**config.mk**
```make
export PLATFORM = sky130hd
export DESIGN_NAME = can_rx_accept_match
export DESIGN_NICKNAME = d
export VERILOG_FILES = /design/src/rtl/can_acc_pkg.sv /design/src/rtl/can_acc_mask_sel.sv /design/src/rtl/can_acc_id_cmp.sv /design/src/rtl/can_acc_flag_cmp.sv /design/src/rtl/can_rx_accept_match.sv
export SDC_FILE = /design/constraint.sdc
export NUM_CORES = 1
export LEC_CHECK = 0
export CORE_ASPECT_RATIO = 0.6
export CORE_UTILIZATION = 25
export DETAILED_ROUTE_END_ITERATION = 7
export PLACE_DENSITY = 0.85
export SLEW_MARGIN = 30
export SYNTH_ARGS = -nofsm -noshare
export SYNTH_HDL_FRONTEND = slang
export SYNTH_HIERARCHICAL = 1
export SYNTH_SLANG_ARGS = --single-unit
```
**constraint.sdc**
```tcl
create_clock -name clk -period 3.7 [get_ports clk]
set_input_delay 0.925 -clock clk [delete_from_list [all_inputs] [get_ports clk]]
set_output_delay 0.925 -clock clk [all_outputs]
set_load 0.05 [all_outputs]
```
**src/rtl/can_acc_pkg.sv**
```systemverilog
// Shared constants and types for the acceptance comparator.
// Assumes 29-bit extended and 11-bit standard identifiers by default.
package can_acc_pkg;
    localparam int unsigned CAN_EXT_ID_W = 29;
    localparam int unsigned CAN_STD_ID_W = 11;

    // Flag comparison policy selected by the compare-mode input.
    typedef enum logic {
        FLAG_MODE_LEGACY = 1'b0,
        FLAG_MODE_MASKED = 1'b1
    } flag_mode_e;
endpackage

```
**src/rtl/can_acc_mask_sel.sv**
```systemverilog
// Picks the effective mask word: the mailbox mask or the global mask.
// Assumes both words share one layout (identifier bits low, IDE, then RTR).
module can_acc_mask_sel #(
    parameter int unsigned MASK_W = 31
) (
    input  logic [MASK_W-1:0] mb_mask,
    input  logic [MASK_W-1:0] glb_mask,
    input  logic              indiv_en,
    output logic [MASK_W-1:0] eff_mask
);
    // Mask source selection.
    always_comb begin
        if (indiv_en) eff_mask = mb_mask;
        else          eff_mask = glb_mask;
    end
endmodule

```
**src/rtl/can_acc_id_cmp.sv**
```systemverilog
// Masked identifier comparison, one slice per bit.
// The top STD_W bits always take part. The lower bits take part only for
// extended frames. Assumes STD_W <= ID_W.
module can_acc_id_cmp #(
    parameter int unsigned ID_W  = 29,
    parameter int unsigned STD_W = 11
) (
    input  logic [ID_W-1:0] frm_id,
    input  logic [ID_W-1:0] flt_id,
    input  logic [ID_W-1:0] id_mask,
    input  logic            frm_ide,
    output logic            id_ok
);
    localparam int unsigned EXT_LO = ID_W - STD_W;

    logic [ID_W-1:0] bit_bad;

    genvar gi;
    generate
        for (gi = 0; gi < ID_W; gi++) begin : g_bit
            if (gi >= EXT_LO) begin : g_std
                // Standard-field bit: compared for every frame format.
                always_comb bit_bad[gi] = id_mask[gi] & (frm_id[gi] ^ flt_id[gi]);
            end else begin : g_ext
                // Extension bit: compared only for extended frames.
                always_comb bit_bad[gi] = frm_ide & id_mask[gi] & (frm_id[gi] ^ flt_id[gi]);
            end
        end
    endgenerate

    // Identifier accepted when no enabled bit differs.
    always_comb id_ok = ~|bit_bad;
endmodule

```
**src/rtl/can_acc_flag_cmp.sv**
```systemverilog
// IDE/RTR comparison under the selected flag policy.
// Legacy: IDE must be equal and RTR is ignored, with no masking.
// Masked: each flag is compared only where its mask bit is set.
module can_acc_flag_cmp
    import can_acc_pkg::*;
(
    input  logic cmp_mode,
    input  logic frm_ide,
    input  logic flt_ide,
    input  logic frm_rtr,
    input  logic flt_rtr,
    input  logic ide_mask,
    input  logic rtr_mask,
    output logic ide_ok,
    output logic rtr_ok
);
    flag_mode_e mode;
    always_comb mode = flag_mode_e'(cmp_mode);

    // Flag verdicts for the active policy.
    always_comb begin
        case (mode)
            FLAG_MODE_MASKED: begin
                ide_ok = ~(ide_mask & (frm_ide ^ flt_ide));
                rtr_ok = ~(rtr_mask & (frm_rtr ^ flt_rtr));
            end
            default: begin
                ide_ok = ~(frm_ide ^ flt_ide);
                rtr_ok = 1'b1;
            end
        endcase
    end
endmodule

```
**src/rtl/can_rx_accept_match.sv**
```systemverilog
// Acceptance comparator for one receive mailbox filter.
// Combines mask selection, identifier and flag comparison, then registers
// the verdict on each frame strobe. Synchronous active-low reset.
// Assumes inputs are stable around the rising edge when frm_vld is high.
module can_rx_accept_match
    import can_acc_pkg::*;
#(
    parameter int unsigned ID_W  = CAN_EXT_ID_W,
    parameter int unsigned STD_W = CAN_STD_ID_W
) (
    input  logic              clk,
    input  logic              rst_n,
    input  logic              frm_vld,
    input  logic [ID_W-1:0]   frm_id,
    input  logic              frm_ide,
    input  logic              frm_rtr,
    input  logic [ID_W-1:0]   flt_id,
    input  logic              flt_ide,
    input  logic              flt_rtr,
    input  logic [ID_W+1:0]   mb_mask,
    input  logic [ID_W+1:0]   glb_mask,
    input  logic              indiv_en,
    input  logic              cmp_mode,
    output logic              match
);
    localparam int unsigned MASK_W  = ID_W + 2;
    localparam int unsigned IDE_BIT = ID_W;
    localparam int unsigned RTR_BIT = ID_W + 1;

    logic [MASK_W-1:0] eff_mask;
    logic              id_ok;
    logic              ide_ok;
    logic              rtr_ok;
    logic              hit;

    can_acc_mask_sel #(.MASK_W(MASK_W)) u_mask (
        .mb_mask  (mb_mask),
        .glb_mask (glb_mask),
        .indiv_en (indiv_en),
        .eff_mask (eff_mask)
    );

    can_acc_id_cmp #(.ID_W(ID_W), .STD_W(STD_W)) u_id (
        .frm_id  (frm_id),
        .flt_id  (flt_id),
        .id_mask (eff_mask[ID_W-1:0]),
        .frm_ide (frm_ide),
        .id_ok   (id_ok)
    );

    can_acc_flag_cmp u_flag (
        .cmp_mode (cmp_mode),
        .frm_ide  (frm_ide),
        .flt_ide  (flt_ide),
        .frm_rtr  (frm_rtr),
        .flt_rtr  (flt_rtr),
        .ide_mask (eff_mask[IDE_BIT]),
        .rtr_mask (eff_mask[RTR_BIT]),
        .ide_ok   (ide_ok),
        .rtr_ok   (rtr_ok)
    );

    // Overall verdict from the three partial checks.
    always_comb hit = id_ok & ide_ok & rtr_ok;

    // Result register: clear on reset, capture on strobe, hold otherwise.
    always_ff @(posedge clk) begin
        if (!rst_n)       match <= 1'b0;
        else if (frm_vld) match <= hit;
    end


    reset_clear_chk: assert property (@(posedge clk) !rst_n |=> !match);


    hold_idle_chk: assert property (@(posedge clk) disable iff (!rst_n)
        !frm_vld |=> $stable(match));


    capture_chk: assert property (@(posedge clk) disable iff (!rst_n)
        frm_vld |=> match == $past(hit));


    exact_accept_chk: assert property (@(posedge clk) disable iff (!rst_n)
        frm_vld && frm_id == flt_id && frm_ide == flt_ide && frm_rtr == flt_rtr |=> match);


    ide_legacy_chk: assert property (@(posedge clk) disable iff (!rst_n)
        frm_vld && !cmp_mode && (frm_ide != flt_ide) |=> !match);


    rtr_legacy_chk: assert property (@(posedge clk) disable iff (!rst_n)
        !cmp_mode |-> rtr_ok);
endmodule

```
==> metrics <==
Critical Path Start=indiv_en; Synth Area in Adders=0%; sw frac=between 20% and 30%; # diodes=0; first-pass GRT wire length=~4.8 mm; Die Area=3747 sq um; simple-gate share of the synthesized area=5.007%; Worst path slowest cell=clkdlybuf4s50_1; vias per inst=4.445; Req. time, crit path=roughly 3.6 ns; YS warnings=6; DP HPWL=3.105 mm; register area=20.02 sq um; global route overflow=0; top cell type's share of synthesized area=roughly two fifths; register area share after synthesis=2.289%; largest net degree at the start of global routing=32; fmax=between 300 and 400 MHz; routed wl met2=1.705 mm; leading area contributor after synthesis=mux2_2; RSZ-0062 raised after global routing=false; antenna violations before repair=0; Crit path largest cell delay=0.51 ns; clk_lat worst skew=0 ns; crit-path max FO=31; area of the mapped netlist=874.6 sq um; IO Pins=130; vias=1169; Max Slew Vio Count=0; Clk pwr share=0%; P_leak=0.8251 nW; Largest register FFs=1; Final WS setup=0.6005 ns; hold path start=match; ranking of synthesized cells by area=mux2_2 (40%), xor2_1 (31%), a22oi_1 (5.2%); top sig layer=met3; clk slew on worst S/H paths=0 ns; post-route cell area=between 2000 and 2500 sq um; crit share post-route=83.77%; nets=approximately 350; Mean Syn Cell Area=9.611 sq um; worst path arrival time=3.03 ns; r2r startpoint=match; metal3 WL=~320 um; Psw=0.05868 mW; DR iter-0 viols=13; # DRC=0; status=finished clean; TritonRoute pass-1 iters=4; starting density of the core=26.48%; Gate power share=approximately 95%; Setup Skew=0 ns; CP Cell Sequence=clkdlybuf4s50_1 -> buf_12 -> mux2_2 -> a22oi_1 -> and4_1 -> nand4_1 -> a211oi_2 -> nand4_1 -> a21boi_1; Max Cap Viol=0; area of the multi-input gates=817.0 sq um; Internal=0.1812 mW; Post-Syn Nets=between 200 and 250; final total power=about 0.24 mW; Fin. Hold Viols=0; layout cells sized above 1=16.51%; Place WS=about 0.59 ns; path type of the worst setup path=in -> reg; cell count after synthesis=91; cell repeated most along the worst path=nand4_1; gp weighted congestion=0.6573; M1 WL=1.284 mm; mux share of post-synthesis cell area=39.91%; die width=78.36 um; hold crit path type=reg -> reg; Min-Delay Path Depth=2; core area=3303 sq um; setup TNS=0 ns; final wirelength=between 3 and 4 mm; Reg with most FFs=match; row count=16; CTS resizes=0; FILL cells=297; DRT antenna net count=0; port bufs=~130; synth-to-layout area growth=152.5%; post-synthesis compound-gate area fraction=17.45%; Netlist cell types=16; Setup crit start kind=primary input; Worst VDD drop=0.05407 mV; vias in the first global route=~1200; setup bufs post-CTS=0; P per Cell Area=108.6 nW/um^2; placed cell area=2208 sq um; final setup fails=0; Yosys reg bits=1; DIE HEIGHT=roughly 48 um; gr usage total=16.17%; post-layout minimum cycle time=about 3.1 ns; Worst Max-Slew Pin Slew=0.4958 ns; largest family of logic cells by synthesized area=multiplexers; Worst Setup End Kind=flop; Post-Synth XOR/XNOR Area=31.04%; routed len/inst=12.60 um; Seq pwr share=4.6%; Worst slew margin=about two thirds; CTS hold repair buffers=0; leading registers by flop count=match x1; FF-to-FF path depth=2
==> worst max-delay path, delay by kind of cell <==
family                 cells  cell delay [ns]
multiplexers               1             0.35
AND/OR/NAND/NOR            3             0.47
AO/OA/AOI/OAI              3             0.56
buffers and inverters      2             0.72
==> cells by family (layout without fill, tap and decap cells) <==
kind of cell / Yosys count / after routing
XOR/XNOR: 31 / 31
multiplexers: 31 / 31
AO/OA/AOI/OAI: 17 / 17
AND/OR/NAND/NOR: 7 / 7
buffers and inverters: 4 / 131
flip-flops: 1 / 1
==> power by group through the flow <==
stage | Sequential [mW] | Clock [mW] | Combinational (mW)
floorplan | 0.0113 | 0 | 0.0783
CTS | 0.0111 | 0 | 0.231
finish | 0.0111 | 0 | 0.229
detailed placement | 0.0111 | 0 | 0.230
global route | 0.0111 | 0 | 0.246
global placement | 0.0111 | 0 | 0.227
==> through the flow <==
stage	hold slack [ns]	instances	utilization (%)
after detailed placement	0.4704	263	66.86
after global routing	0.4855	263	66.86
final	0.4637	263	66.86
after global placement	0.4646	263	66.86
after floorplan	0.6928	91	-
after CTS	0.4666	263	66.86
==> placed cells by master (no fill, tap or decap) <==
cell             netlist  final
buf_12                 0      1
a22oi_1                6      6
clkdlybuf4s50_1        0    129
a21boi_1               1      1
nand4_1                3      3
o21ai_0                1      1
a22oi_2                3      3
nand2b_1               1      1
inv_1                  1      1
a32oi_1                4      4
nand3_1                2      2
mux2_2                31     31
a222oi_1               1      1
xor2_1                31     31
dfxtp_1                1      1
and4_1                 1      1
a211oi_2               1      1
==> synthesized netlist by cell type (all sizes together) <==
| master | number |
|---|---|
| a211oi | 1 |
| a21boi | 1 |
| a222oi | 1 |
| a22oi | 9 |
| a32oi | 4 |
| and4 | 1 |
| buf | 3 |
| dfxtp | 1 |
| inv | 1 |
| mux2 | 31 |
| nand2b | 1 |
| nand3 | 2 |
| nand4 | 3 |
| o21ai | 1 |
| xor2 | 31 |
==> path summary, 6_finish.rpt <==
check | to | slack [ns]
worst max register to register | match | 3.14
worst min register to register | match | 0.46
worst min-delay path | match | 0.46
worst max-delay path | match | 0.60
==> routing by layer <==
metal  up-vias  track usage [%]
met5         -                0
met4         0            1.111
met3         0            4.571
met2        59            32.98
met1       506            18.24
li1        604                -
==> final cells by class <==
class	instances	area share, %
multi-input cells	86	37.00
repair buffers	130	59.38
flip-flops and latches	1	0.9065
inverters	1	0.1700
well taps	45	2.550
Note: power is estimated with default switching activity, not from simulation.
